**src/rtl/deser_pkg.sv**
```systemverilog
package deser_pkg;

    localparam int LANES = 16;
    localparam int CNT_W = $clog2(LANES);

    typedef enum logic [1:0] {
        RATIO_4  = 2'b00,
        RATIO_8  = 2'b01,
        RATIO_10 = 2'b10,
        RATIO_16 = 2'b11
    } ratio_e;

    // Number of bits in one word for a given ratio.
    function automatic logic [CNT_W:0] ratio_width(ratio_e r);
        case (r)
            RATIO_4:  return (CNT_W+1)'(4);
            RATIO_8:  return (CNT_W+1)'(8);
            RATIO_10: return (CNT_W+1)'(10);
            default:  return (CNT_W+1)'(LANES);
        endcase
    endfunction

    // Lowest lane of the centred window.
    function automatic logic [CNT_W-1:0] ratio_base(ratio_e r);
        return CNT_W'((LANES - int'(ratio_width(r))) / 2);
    endfunction

    // Lanes that carry data at a given ratio.
    function automatic logic [LANES-1:0] lane_mask(ratio_e r);
        logic [LANES-1:0] m;
        for (int i = 0; i < LANES; i++) begin
            m[i] = (i >= int'(ratio_base(r))) &&
                   (i < int'(ratio_base(r)) + int'(ratio_width(r)));
        end
        return m;
    endfunction

endpackage

```
**src/rtl/deser_collector.sv**
```systemverilog
module deser_collector
    import deser_pkg::*;
(
    input  logic             clk_i,
    input  logic             rst_ni,
    input  logic             bit_i,
    input  logic [1:0]       ratio_sel_i,
    input  logic             restart_i,
    output ratio_e           ratio_o,
    output logic [CNT_W-1:0] cnt_o,
    output logic             done_o,
    output logic [LANES-1:0] raw_o
);

    typedef struct packed {
        ratio_e           ratio;
        logic [CNT_W-1:0] cnt;
        logic [LANES-1:0] acc;
    } coll_t;

    coll_t st_d, st_q;
    logic  last_c;

    always_comb begin
        st_d   = st_q;
        last_c = (st_q.cnt == CNT_W'(ratio_width(st_q.ratio) - 1'b1));
        // Word so far, with the current bit placed at its index.
        raw_o            = st_q.acc;
        raw_o[st_q.cnt]  = bit_i;
        done_o           = last_c && !restart_i;

        if (restart_i) begin
            st_d.ratio = ratio_e'(ratio_sel_i);
            st_d.cnt   = '0;
            st_d.acc   = '0;
        end else if (last_c) begin
            st_d.cnt = '0;
            st_d.acc = '0;
        end else begin
            st_d.cnt = st_q.cnt + 1'b1;
            st_d.acc = raw_o;
        end
    end

    always_ff @(posedge clk_i) begin
        if (!rst_ni) begin
            st_q.ratio <= ratio_e'(ratio_sel_i);
            st_q.cnt   <= '0;
            st_q.acc   <= '0;
        end else begin
            st_q <= st_d;
        end
    end

    assign ratio_o = st_q.ratio;
    assign cnt_o   = st_q.cnt;

endmodule

```
**src/rtl/deser_lane_placer.sv**
```systemverilog
module deser_lane_placer
    import deser_pkg::*;
(
    input  ratio_e           ratio_i,
    input  logic [LANES-1:0] raw_i,
    output logic [LANES-1:0] placed_o
);

    logic [LANES-1:0] low_keep;

    // Keep only the bits that belong to the active width.
    for (genvar i = 0; i < LANES; i++) begin : g_keep
        assign low_keep[i] = raw_i[i] && (i < int'(ratio_width(ratio_i)));
    end

    assign placed_o = low_keep << ratio_base(ratio_i);

endmodule

```
**src/rtl/deser_parity.sv**
```systemverilog
module deser_parity #(
    parameter int N = 16
) (
    input  logic [N-1:0] data_i,
    output logic         par_o
);

    always_comb begin
        par_o = 1'b0;
        for (int i = 0; i < N; i++) begin
            par_o = par_o ^ data_i[i];
        end
    end

endmodule

```
**src/rtl/multi_ratio_deser.sv**
```systemverilog
module multi_ratio_deser
    import deser_pkg::*;
(
    input  logic              clk_i,
    input  logic              rst_ni,
    input  logic              bit_i,
    input  logic [1:0]        ratio_sel_i,
    input  logic              restart_i,
    output logic [LANES-1:0]  word_o,
    output logic              word_vld_o,
    output logic              parity_o
);

    typedef struct packed {
        logic [LANES-1:0] word;
        logic             vld;
        logic             par;
    } out_t;

    ratio_e           act_ratio;
    logic [CNT_W-1:0] bit_cnt;
    logic             done;
    logic [LANES-1:0] raw_word;
    logic [LANES-1:0] placed_word;
    logic             placed_par;
    out_t             out_d, out_q;

    deser_collector u_collector (
        .clk_i       (clk_i),
        .rst_ni      (rst_ni),
        .bit_i       (bit_i),
        .ratio_sel_i (ratio_sel_i),
        .restart_i   (restart_i),
        .ratio_o     (act_ratio),
        .cnt_o       (bit_cnt),
        .done_o      (done),
        .raw_o       (raw_word)
    );

    deser_lane_placer u_placer (
        .ratio_i  (act_ratio),
        .raw_i    (raw_word),
        .placed_o (placed_word)
    );

    deser_parity #(.N(LANES)) u_parity (
        .data_i (placed_word),
        .par_o  (placed_par)
    );

    always_comb begin
        out_d     = out_q;
        out_d.vld = done;
        if (done) begin
            out_d.word = placed_word;
            out_d.par  = placed_par;
        end
    end

    always_ff @(posedge clk_i) begin
        if (!rst_ni) begin
            out_q <= '0;
        end else begin
            out_q <= out_d;
        end
    end

    assign word_o     = out_q.word;
    assign word_vld_o = out_q.vld;
    assign parity_o   = out_q.par;

endmodule

```
**config.mk**
```make
export PLATFORM = sky130hd
export DESIGN_NAME = multi_ratio_deser
export DESIGN_NICKNAME = d
export VERILOG_FILES = /design/src/rtl/deser_pkg.sv /design/src/rtl/deser_collector.sv /design/src/rtl/deser_lane_placer.sv /design/src/rtl/deser_parity.sv /design/src/rtl/multi_ratio_deser.sv
export SDC_FILE = /design/constraint.sdc
export NUM_CORES = 1
export LEC_CHECK = 0
export ABC_AREA = 1
export BUFFER_PORTS_ARGS = -buffer_cell sky130_fd_sc_hd__buf_2
export CORE_MARGIN = 8
export CORE_UTILIZATION = 55
export CTS_BUF_LIST = sky130_fd_sc_hd__clkbuf_16
export DETAILED_ROUTE_END_ITERATION = 6
export PLACE_DENSITY = 0.8
export SETUP_SLACK_MARGIN = 0.15
export SLEW_MARGIN = 20
export SYNTH_ARGS = -nofsm -noshare
export SYNTH_HDL_FRONTEND = slang
export SYNTH_SLANG_ARGS = --single-unit
```
**constraint.sdc**
```tcl
create_clock -name clk_i -period 3.3 [get_ports clk_i]
set_input_delay 0 -clock clk_i [delete_from_list [all_inputs] [get_ports clk_i]]
set_output_delay 0 -clock clk_i [all_outputs]
set_load 0.02 [all_outputs]
```
==> metrics.md, run 1 <==
| Metric | Value |
|---|---|
| Outcome | finished, final reports clean |
| Worst path depth | 21 |
| Max Slew Vio Count | 0 |
| Clock latency on the worst-skew pair | roughly 0.28 ns |
| Setup crit end | parity_o |
| Synth Instances | between 400 and 500 |
| Placed cell area | between 3000 and 4000 um2 |
| First-pass GRT wire length | around 13000 um |
| Slowest CP cell | fa_2 |
| Register area share after synthesis | between 20% and 30% |
| Post-DP HPWL | approximately 5500 um |
| CTS Sinks | 40 |
| Buffers on Ports | 23 |
| CP arrival | approximately 3.3 ns |
| Synth warnings | 0 |
| Clk buf depth | 2 |
| Core region area | between 5000 and 6000 um2 |
| DR DRC count | 0 |
| Critical Path, Cell by Cell | inv_2 > ha_4 > inv_1 > ha_2 > fa_2 > clkinvlp_4 > buf_12 > buf_2 > nand3_2 > nand2_1 > nand2_1 > nand2_1 > nand2_2 > nand2_1 > nand2_2 > nand2_2 > xnor2_1 > nand2_1 > nand3_1 > nand2_1 > inv_1 |
| Required @ worst endpoint | around 3.5 ns |
| Critical path launch point | u_collector.ratio_o[0] |
| Row cnt | 27 |
| Cell mode on critical path | nand2_1 |
| Clock skew | 0.00626 ns |
| Layout cells sized above 1 | 30.8% |
| GRT Total Usage | about 18% |
| Cell area after layout | between 3000 and 4000 um2 |
| Layout area overhead | 28.6% |
| H-tree depth | 2 |
| Synth Register Bits | 40 |
| Initial antenna violation count | 0 |
| Pwr/cell area | 537 nW/um2 |
| Slew @ Worst Pin | about 0.6 ns |
| Pin count of the biggest net entering global routing | 35 |
| Vias per cell | between 6 and 7 |
| Leakage | ~1.8 nW |
| WL per Instance | approximately 16 um |
| Initial Utilization | between 50% and 60% |
| Final setup viols | 0 |
| Critical R2R Capture | parity_o |
| CP max FO | 6 |
| Slew HR | approximately 60% |
| Reg2reg path depth | 21 |
| Crit path kind | register to register |
| CTS clock-pin slew for the worst setup and hold paths | around 0.060 ns |
| Setup crit start kind | register |
| Final net count | between 500 and 600 |
| Critical path capture point type | register |
| Post-synthesis cell type count | 30 |
| GPL Wtd Cong | roughly 0.92 |
| DRT Wirelength | roughly 9300 um |
| TritonCTS clock tree | yes |
| CP peak stage delay | 0.64 ns |
| Root buffer cell | clkbuf_16 |
| Max_cap viols | 0 |
| Die Span X | between 80 and 90 um |
| TritonCTS buffer count | 5 |
| Top delay family on crit path | adder cells |
| FF-to-FF setup slack | between 0.15 and 0.2 ns |
| Drt pass-1 iters | 5 |
| Ant. Diodes | 0 |
| Die H | around 90 um |
| Vias in the first global route | roughly 3000 |
| Iter 0 DRT Violations | 503 |
| Setup_tns | 0 ns |
| Remaining antenna violation count after routing | 0 |
| RSZ-0062 raised after global routing | yes |
| Avg Inst Size Synth | around 6.3 um2 |
| Worst Hold Class | primary input to register |
| Origin of the critical flop-to-flop path | u_collector.ratio_o[0] |
| Tmin final | approximately 3.1 ns |
| Area of the die | a little over 8000 um2 |
| Mapped Area | 3000 um2 |
| Post-synth net total | just under 500 |
| Peak VDD IR | approximately 0.33 mV |
| Crit share post-route | 95.3% |
| Grt ovf | 0 |
| Buffers and inverters on the worst path | 6 |
| FMAX | 0.318 GHz |
| Boundary Pins | 24 |
| DR vias | 3565 |
| Final Hold Viols | 0 |
layout by cell type (no fill, tap or decap), drive strengths merged:
cell and count:
nand2 141, nand3 129, buf 51, dfxtp 38, inv 36, a21oi 30
o21ai 18, nand4 15, nor2 15, ha 9, clkbuf 8, o211ai 3
xor2 2, clkinv 2, dlygate4sd3 2, edfxtp 2, xnor2 2, clkinvlp 1
a2111oi 1, o21a 1, fa 1
per-stage QoR:
step / hold WS [ns] / utilization, % / total power (W) / setup WS [ns] / instances
after global placement: 0.178 / 58.6 / 0.00117 / 0.384 / 550
after global routing: 0.119 / 71.9 / 0.00217 / 0.000988 / 579
after floorplan: 0.0989 / - / 0.00106 / 0.174 / 476
final: 0.0870 / 71.9 / 0.00207 / 0.154 / 579
after CTS: 0.101 / 61.5 / 0.00164 / 0.239 / 560
after detailed placement: 0.179 / 58.6 / 0.00118 / 0.237 / 550
sequential cells by signal, indices dropped and copies added, names as in the netlist, named ones only:
register and cells:
word_vld_o 1, u_collector.cnt_o 4, word_o 16, u_collector.st_q 15, parity_o 1, u_collector.ratio_o 2
power breakdown:
part	internal [W]	switching, W	total [W]
clock	0.000272	0.000191	0.000463
sequential	0.000494	0.00000562	0.000500
combinational	0.000420	0.000689	0.00111
tightest hold or removal path: cells and delay by family:
| kind | cells | cell delay, ns |
|---|---|---|
| buffers and inverters | 2 | 0.16 |
| and+or+nand+nor | 2 | 0.16 |
synthesized netlist by cell type (all sizes together):
cell type  count  area (um2)
fa             1        20.0
nand4         15        93.8
clkbuf        13        50.0
o211ai         3        22.5
a21oi         30         150
edfxtp         2        60.1
inv           35         131
dfxtp         38         761
xor2           2        17.5
o21ai         18        90.1
buf           20         116
o21a           1        7.51
nand2        141         534
nor2          15        80.1
ha             9         113
a2111oi        1        8.76
xnor2          2        25.0
nand3        129         716
clkinv         1        3.75
how the worst min path moves through the flow:
| stage | start | to | slack (ns) | depth (start not counted) |
|---|---|---|---|---|
| final | restart_i | word_vld_o | 0.09 | 4 |
| after global routing | restart_i | word_vld_o | 0.12 | 4 |
| after CTS | restart_i | word_vld_o | 0.10 | 4 |
| after detailed placement | ratio_sel_i[1] | u_collector.ratio_o[1] | 0.18 | 1 |
| after global placement | ratio_sel_i[1] | u_collector.ratio_o[1] | 0.18 | 1 |
| after floorplan | ratio_sel_i[0] | u_collector.ratio_o[0] | 0.1 | 0 |
logic make-up after synthesis:
kind of cell	Yosys count	synth area share, %
compound gates	53	9.30
xor+xnor	4	1.42
fa+ha+maj	10	4.42
buf+inv	69	10.0
flops	40	27.4
simple gates	300	47.5
cell type report:
| class | instances | area, um2 |
|---|---|---|
| Clock inverter | 3 | 11.3 |
| Timing Repair Buffer | 56 | 474 |
| Tap cell | 72 | 90.1 |
| Clock buffer | 5 | 125 |
| Multi-Input combinational cell | 367 | 2200 |
| Sequential cell | 40 | 821 |
| Fill cell | 396 | 1510 |
| Inverter | 36 | 139 |
per-layer routing:
| layer | track usage (%) | part of all wire [%] |
|---|---|---|
| met4 | 7.07 | 3.9 |
| met5 | 0 | 0 |
| met3 | 2.99 | 8.5 |
| met1 | 22.6 | 39 |
| met2 | 31.5 | 48 |
repair_timing:
item | 4_1_cts | 5_1_grt
hold endpoints to repair | 2 | 0
buffers inserted | 0 | 15
gates resized for setup | 0 | 97
hold buffers | 2 | 0
setup endpoints to repair | 0 | 18
No activity file was read; power rests on OpenSTA's default activity.
==> run 2, diff against run 1 <==
--- a/config.mk
+++ b/config.mk
@@ -7,6 +7,7 @@
 export LEC_CHECK = 0
 export ABC_AREA = 1
 export BUFFER_PORTS_ARGS = -buffer_cell sky130_fd_sc_hd__buf_2
+export CORE_ASPECT_RATIO = 2
 export CORE_MARGIN = 8
 export CORE_UTILIZATION = 55
 export CTS_BUF_LIST = sky130_fd_sc_hd__clkbuf_16
==> constraint.sdc (replaced) <==
create_clock -name clk_i -period 3.3 [get_ports clk_i]
set_input_delay 0 -clock clk_i [delete_from_list [all_inputs] [get_ports clk_i]]
set_output_delay 0 -clock clk_i [all_outputs]
set_load 0.1 [all_outputs]
==> metrics.md, run 2 (synthesis gave the netlist of run 1 again) <==
| Metric | Value |
|---|---|
| Switching Share | 40.3% (-2.5 points) |
| Layout cells sized above 1 | 14.5% (-16 points) |
| Core region area | 5330 um2 (-0.86%) |
| DRT Wirelength | 7470 um (-20%) |
| Die H | 120 um (+34%) |
| Required @ worst endpoint | 3.48 ns (about the same) |
| Post-DP HPWL | 5540 um (+0.40%) |
| Final Hold Viols | 0 (unchanged) |
| Psw | 0.000686 W (-23%) |
| Initial Utilization | 56.3% (+0.49 points) |
| Remaining antenna violation count after routing | 0 (unchanged) |
| Drt pass-1 iters | 5 (unchanged) |
| Peak VDD IR | 0.409 mV (+23%) |
| CTS Sinks | 40 (unchanged) |
| GPL Wtd Cong | 0.906 (-1.4%) |
| Vias per cell | 5.80 (-5.8%) |
| Buffers on Ports | 23 (unchanged) |
| DR DRC count | 0 (unchanged) |
| Crit path kind | register to register |
| Pin count of the biggest net entering global routing | 25 (-29%) |
| Combinational share of power | 43.5% (-10 points) |
| Layout area overhead | 10.6% |
| Post-CTS Setup Repair Bufs | 0 (unchanged) |
| Max_cap viols | 0 (unchanged) |
| CP max FO | 24 (+18) |
| Critical path capture point type | register |
| Root buffer cell | clkbuf_16 |
| Worst slack, placed | 0.294 ns (+0.0579 ns) |
| Clock network fraction of design power | 27.2% (+4.9 points) |
| WL per Instance | 13.6 um (-16%) |
| Final net count | 504 (-3.4%) |
| DR vias | 3184 (-11%) |
| Outcome | finished, final reports clean |
| RSZ-0062 raised after global routing | yes |
| H-tree depth | 2 (unchanged) |
| Initial antenna violation count | 0 (unchanged) |
| Final WS setup | 0.351 ns (+0.197 ns) |
| Tmin final | 2.95 ns (-0.197 ns) |
| Clock skew | 0.00432 ns (-0.00194 ns) |
| Setup crit start kind | register |
| CP arrival | 3.13 ns (-0.20 ns) |
| Pwr/cell area | 514 nW/um2 (-4.4%) |
| Most frequent cells in the layout | nand2_1 (139), nand3_1 (115), dfxtp_1 (38), inv_1 (30), a21oi_1 (30) |
| Largest register FFs | 16 (unchanged) |
| Leakage | 1.64 nW (-8.8%) |
| Clock latency on the worst-skew pair | 0.28 ns (about the same) |
| Boundary Pins | 24 (unchanged) |
| GRT Total Usage | 18.9% (+0.44 points) |
| Most common cell after layout, fill and taps aside | nand2_1 |
| FMAX | 0.339 GHz (+6.7%) |
| Row cnt | 38 (+41%) |
| Layout fillers | 516 (+30%) |
| Vias in the first global route | 2815 (-5.8%) |
| Setup_tns | 0 ns (unchanged) |
| TritonCTS clock tree | yes |
| Final setup viols | 0 (unchanged) |
| Max Slew Vio Count | 0 (unchanged) |
| Grt ovf | 0 (unchanged) |
| Flop pwr share | 29.3% (+5.2 points) |
| Area of the die | 8220 um2 (+1.8%) |
| Crit share post-route | 89.4% (-6.0 points) |
| CTS clock-pin slew for the worst setup and hold paths | 0.06 ns (about the same) |
| Internal Dissipation | 0.00102 W (-14%) |
| Slew @ Worst Pin | 0.519 ns (-0.0800 ns) |
| TritonCTS buffer count | 5 (unchanged) |
| Slew HR | 65.3% (+5.3 points) |
| Worst Hold Class | primary input to register |
| Die Span X | 68.2 um (-24%) |
| Clk buf depth | 2 (unchanged) |
| Ant. Diodes | 0 (unchanged) |
| Iter 0 DRT Violations | 244 (-51%) |
| First-pass GRT wire length | 12600 um (-3.6%) |
## run 2: final cells by class
class | count | area (um2) | share of cell area [%]
clock inverter | 3 | 15.0 | 0.452
tap | 60 | 75.1 | 2.26
sequential | 40 | 821 | 24.7
inverter | 36 | 138 | 4.15
multi-input combinational | 367 | 1900 | 57.1
timing repair buffer | 38 | 249 | 7.50
clock buffer | 5 | 125 | 3.77
## run 2: critical path, stage by stage, from the launching register on
cell and delay, ns:
edfxtp_1 0.42, inv_2 0.12, ha_1 0.17, inv_1 0.06, ha_1 0.20, fa_1 0.59
buf_12 0.19, nand3_1 0.14, inv_1 0.12, nand3_1 0.07, nand2_1 0.11, inv_1 0.04
nand2_1 0.07, nand2_1 0.05, nand2_1 0.08, nand2_1 0.05, nand2_1 0.05, nand2_1 0.07
nand2_1 0.07, nand3_1 0.07, nand2_1 0.06, inv_1 0.03
## run 2: per-layer routing
metal	wire length [um]	up-vias	track usage [%]
met3	338	19	3.24
li1	-	1618	-
met2	3750	99	30.7
met1	3130	1448	23.2
met4	246	0	8.77
met5	0	-	0
## run 2: through the flow
step / hold slack, ns / utilization, % / cells / power [W] / area, um2
after floorplan: 0.0989 / - / 476 / 0.00108 / 3020
after global placement: 0.177 / 58.7 / 539 / 0.00119 / 3130
after detailed placement: 0.178 / 58.7 / 539 / 0.00120 / 3130
after CTS: 0.0906 / 61.7 / 549 / 0.00167 / 3290
after global routing: 0.103 / 62.3 / 549 / 0.00183 / 3320
final: 0.0963 / 62.3 / 549 / 0.00170 / 3320
## run 2: repair_timing
action                                 CTS  global route
endpoints found under the hold margin    2             0
setup endpoints to repair                0            15
gates resized for setup                  0             9
hold buffers                             2             0
## run 2: power by group through the flow
stage	logic (W)	registers [W]	clock network [W]
4_1_cts	0.000698	0.000500	0.000469
2_1_floorplan	0.000548	0.000528	0
6_report	0.000742	0.000500	0.000463
5_1_grt	0.000841	0.000501	0.000487
3_3_place_gp	0.000684	0.000510	0
3_5_place_dp	0.000692	0.000510	0
## run 2: final timing paths
check / startpoint / to / slack [ns] / depth (start not counted)
worst max-delay path: u_collector.ratio_o[0] / parity_o / 0.35 / 21
worst min-delay path: restart_i / word_o[14] / 0.1 / 5
worst max register to register: u_collector.ratio_o[0] / parity_o / 0.35 / 21
worst min register to register: u_collector.st_q[12] / u_collector.st_q[12] / 0.47 / 2
